## config.mk

```make
export PLATFORM = sky130hd
export DESIGN_NAME = priv_trap_gate
export DESIGN_NICKNAME = d
export VERILOG_FILES = /design/src/rtl/priv_trap_gate.sv
export SDC_FILE = /design/constraint.sdc
export NUM_CORES = 1
export LEC_CHECK = 0
export ABC_AREA = 0
export BUFFER_PORTS_ARGS = -buffer_cell sky130_fd_sc_hd__buf_2
export CAP_MARGIN = 10
export CORE_AREA = 2 2 39 41
export CTS_BUF_LIST = sky130_fd_sc_hd__clkbuf_8
export CTS_CLUSTER_SIZE = 16
export DETAILED_ROUTE_END_ITERATION = 8
export DIE_AREA = 0 0 41 43
export SLEW_MARGIN = 10
export SYNTH_ARGS = -nofsm -noshare
export SYNTH_HDL_FRONTEND = slang
export SYNTH_SLANG_ARGS = --single-unit
```

## constraint.sdc

```tcl
create_clock -name clk -period 1.9 [get_ports clk]
set_clock_uncertainty 0.2 [all_clocks]
set_input_delay 0.38 -clock clk [delete_from_list [all_inputs] [get_ports clk]]
set_output_delay 0.38 -clock clk [all_outputs]
set_load 0.01 [all_outputs]
```

## src/rtl/priv_trap_gate.sv

```systemverilog
module priv_trap_gate (
  input  logic       clk,
  input  logic       rst_n,
  input  logic       req_valid,
  input  logic [1:0] req_kind,
  input  logic [1:0] cur_priv,
  input  logic       virt_on,
  input  logic       has_s,
  input  logic       has_h,
  input  logic       wait_trap,
  input  logic       vm_trap,
  input  logic       guest_wait_trap,
  input  logic       guest_vm_trap,
  output logic [1:0] verdict,
  output logic       flush_pulse,
  output logic       halt_pulse
);
  localparam logic [1:0] V_GO   = 2'd0;
  localparam logic [1:0] V_ILL  = 2'd1;
  localparam logic [1:0] V_VIRT = 2'd2;
  localparam logic [1:0] V_HALT = 2'd3;

  localparam logic [1:0] K_WAIT  = 2'd0;
  localparam logic [1:0] K_SFNC  = 2'd1;
  localparam logic [1:0] K_HFNC  = 2'd2;

  logic in_u, in_s, in_m;
  assign in_m = cur_priv[1];
  assign in_s = (cur_priv == 2'd1);
  assign in_u = (cur_priv == 2'd0);

  logic wait_ill, wait_virt;
  assign wait_ill  = ((in_s || (!has_s && in_u)) && wait_trap) || (has_s && in_u && !virt_on);
  assign wait_virt = virt_on && (in_u || (in_s && guest_wait_trap));

  logic sf_ill, sf_virt;
  assign sf_ill  = in_u || (in_s && vm_trap);
  assign sf_virt = has_h && virt_on && guest_vm_trap;

  logic [1:0] hf_res;
  always_comb begin
    if (in_s && virt_on)                  hf_res = V_VIRT;
    else if (in_m || (in_s && !virt_on))  hf_res = V_GO;
    else                                  hf_res = V_ILL;
  end

  logic gf_ill;
  assign gf_ill = in_s && !virt_on && vm_trap;

  logic [1:0] decide;
  always_comb begin
    unique case (req_kind)
      K_WAIT:  decide = wait_ill ? V_ILL : (wait_virt ? V_VIRT : V_HALT);
      K_SFNC:  decide = sf_ill ? V_ILL : (sf_virt ? V_VIRT : V_GO);
      K_HFNC:  decide = hf_res;
      default: decide = gf_ill ? V_ILL : hf_res;
    endcase
  end

  assign verdict = req_valid ? decide : V_GO;

  always_ff @(posedge clk) begin
    if (!rst_n) begin
      flush_pulse <= 1'b0;
      halt_pulse  <= 1'b0;
    end else begin
      flush_pulse <= req_valid && (decide == V_GO);
      halt_pulse  <= req_valid && (decide == V_HALT);
    end
  end
endmodule

```

==> flow_summary.toml <==
[drt]
wire_per_inst_um = 9.25
ant_nets = 0
dr.pass1.iters = 1
via_per_inst = 4.28
first_iter_violations = 0
wirelength_um = 601
drc = 0
vias = 278

[synthesis]
synth_area_per_cell_um2 = 8.91
yosysSeqAreaShare_pct = 18.7
synth_cell_types = 22
synth_nets = 38
synthCells = 24
ys_ff_latch = 2
syn_area_um2 = 214
yosysWarnings = 0

[placement]
pre_cts_ws_ns = -0.153
place.gp.congestion = 0.652
post_dp_cell_area_um2 = 357
dp_cells = 62
numPortBuffers = 17
dp_hpwl_um = 469

[sta]
slew_headroom_pct = 84.7
tightest_slew_ns = 0.229
fmax_mhz = 513
hold_viol = 0
min_period_over_period_pct = 103
fin_crit_ns = 1.95
setup_slack_ns = -0.0504
slew_viol_final = 0
rsz0062_at_grt = "true"
setup_violations = 1

[final_layout]
final_nets = 65
stdcell_count = 65
postLayoutCellArea_um2 = 440
antenna_cells = 0
drive_gt1_share_pct = 69.4
fin_util_pct = 31.8
synthToLayoutAreaGrowth_pct = 106

[setup_path]
setup.worst_path.start = "req_kind[1]"
crit_type = "in2out"
crit_slowest_cell = "a311o_1"
endpoint_kind = "output pin"
worstPathArrival_ns = 1.37
startpoint_type = "input port"
max_stage_delay_ns = 0.34
critPathCapture = "verdict[0]"
path_cells = "buf_6 > buf_6 > a311o_1 > a22oi_2 > and2_4 > buf_6"
crit_path_frequent_cell = "buf_6"
required_ns = 1.32
cp_max_fo = 3

[floorplanning]
dieArea_mm2 = 0.00176
start_util_pct = 15.5
dieHeight_um = 43
ios = 18
coreArea_mm2 = 0.00138
fp.dieW_um = 41
placementRows = 14

[clocking]
holdBufCountCts = 0
htree_levels = 1
cts_buffers = 3
cts.sinks = 2
max-clock-path-buffers = 2
cts-root-buf = "clkbuf_8"
cts_tree = "yes"
path_clk_slew_ns = 0.03

[global_route]
grt_pass1_vias = 252
grt_max_degree = 7
grt_usage_pct = 8.20
grt_first_pass_wirelength_um = 945
antenna_found_initial = 0
grt_overflow = 0

[job]
drv_cap = 0

[power]
leakagePower_nw = 0.218
vdd.ir_drop.worst_mv = 0.175
p_total_uw = 285
power_density_mw_per_mm2 = 647

[min_path]
hp-class = "in2reg"

[run_status]
status = "finished, violations left"
violations = "setup timing"
where the power goes:
group          total, mW  leakage (nW)  internal, mW  switching, mW
registers         0.0442        0.0163        0.0439       0.000285
logic             0.0715         0.180        0.0443         0.0271
clock network      0.170        0.0216         0.134         0.0354
total              0.285         0.218         0.222         0.0628
timing repair:
| item | CTS | global route |
|---|---|---|
| pin swaps | 5 | 0 |
| setup buffers | 0 | 0 |
| hold endpoints to repair | 0 | 0 |
| cloned | 0 | 0 |
| resized for setup | 9 | 1 |
| endpoints found under the setup margin | 2 | 2 |
cell usage after synthesis:
cell | n | area [µm²]
and2_1 | 1 | 6.26
and2_2 | 1 | 7.51
nand2b_4 | 1 | 13.8
and4_1 | 1 | 8.76
nor3b_1 | 1 | 7.51
nor2b_1 | 1 | 6.26
o211ai_1 | 1 | 7.51
nand2b_1 | 1 | 6.26
or2_2 | 1 | 6.26
a22oi_2 | 1 | 12.5
o2111ai_1 | 1 | 8.76
nor3_1 | 1 | 5.00
and3b_2 | 1 | 10.0
nand4b_1 | 1 | 8.76
nand2_1 | 1 | 3.75
a211oi_1 | 1 | 7.51
inv_1 | 2 | 7.51
a311o_1 | 1 | 10.0
nor2b_4 | 1 | 13.8
and3_2 | 1 | 7.51
dfxtp_1 | 2 | 40.0
o2bb2ai_1 | 1 | 8.76
cells in the final DEF (no fill, tap or decap), types with 2 or more instances in the layout:
| cell type | netlist | routed |
|---|---|---|
| dfxtp_1 | 2 | 2 |
| buf_6 | 0 | 5 |
| clkbuf_8 | 0 | 3 |
| inv_1 | 2 | 2 |
| buf_2 | 0 | 13 |
| buf_4 | 0 | 4 |
sequential cells by signal, indices dropped and copies added (netlist names):
register and count:
halt_pulse 1, flush_pulse 1
per-layer routing:
metal  vias up  share of wire, %  track usage (%)
li1        143                 -                -
met4         0               3.8             8.00
met5         -                 0                0
met2        12                51             12.5
met3         2               7.0             1.57
met1       121                38             8.57
critical path: cells and delay by family:
family                 cells  cell delay, ns
AOI/OAI and AO/OA          2            0.53
and+or+nand+nor            1            0.17
buffers and inverters      3            0.28
area by class of cell:
cell class | count | area [µm²]
fillers | 153 | 943
flip-flops and latches | 2 | 40.0
inverters | 2 | 7.51
clock buffers | 3 | 41.3
multi-input cells | 20 | 180
well taps | 16 | 20.0
repair buffers | 22 | 151
metrics by stage:
step / TNS [ns] / hold slack, ns
after global routing: -0.169 / 0.228
after global placement: -0.194 / 0.428
after detailed placement: -0.206 / 0.434
final: -0.0504 / 0.211
after floorplan: 0 / 0.298
after CTS: -0.0551 / 0.208
worst min path at each step:
stage | from | endpoint | slack [ns] | depth (start not counted)
2_1_floorplan | req_valid | flush_pulse | 0.30 | 2
3_3_place_gp | rst_n | flush_pulse | 0.43 | 3
3_5_place_dp | rst_n | flush_pulse | 0.43 | 3
4_1_cts | rst_n | flush_pulse | 0.21 | 3
5_1_grt | rst_n | flush_pulse | 0.23 | 3
6_report | rst_n | flush_pulse | 0.21 | 3
kinds of logic (layout without fill, tap and decap cells):
| family | after synthesis | count (layout) | synth area share [%] |
|---|---|---|---|
| buffers and inverters | 2 | 27 | 3.51 |
| AND/OR/NAND/NOR | 14 | 14 | 52.1 |
| AO/OA/AOI/OAI | 6 | 6 | 25.7 |
| flip-flops | 2 | 2 | 18.7 |
Note: power is estimated with default switching activity, not from simulation.
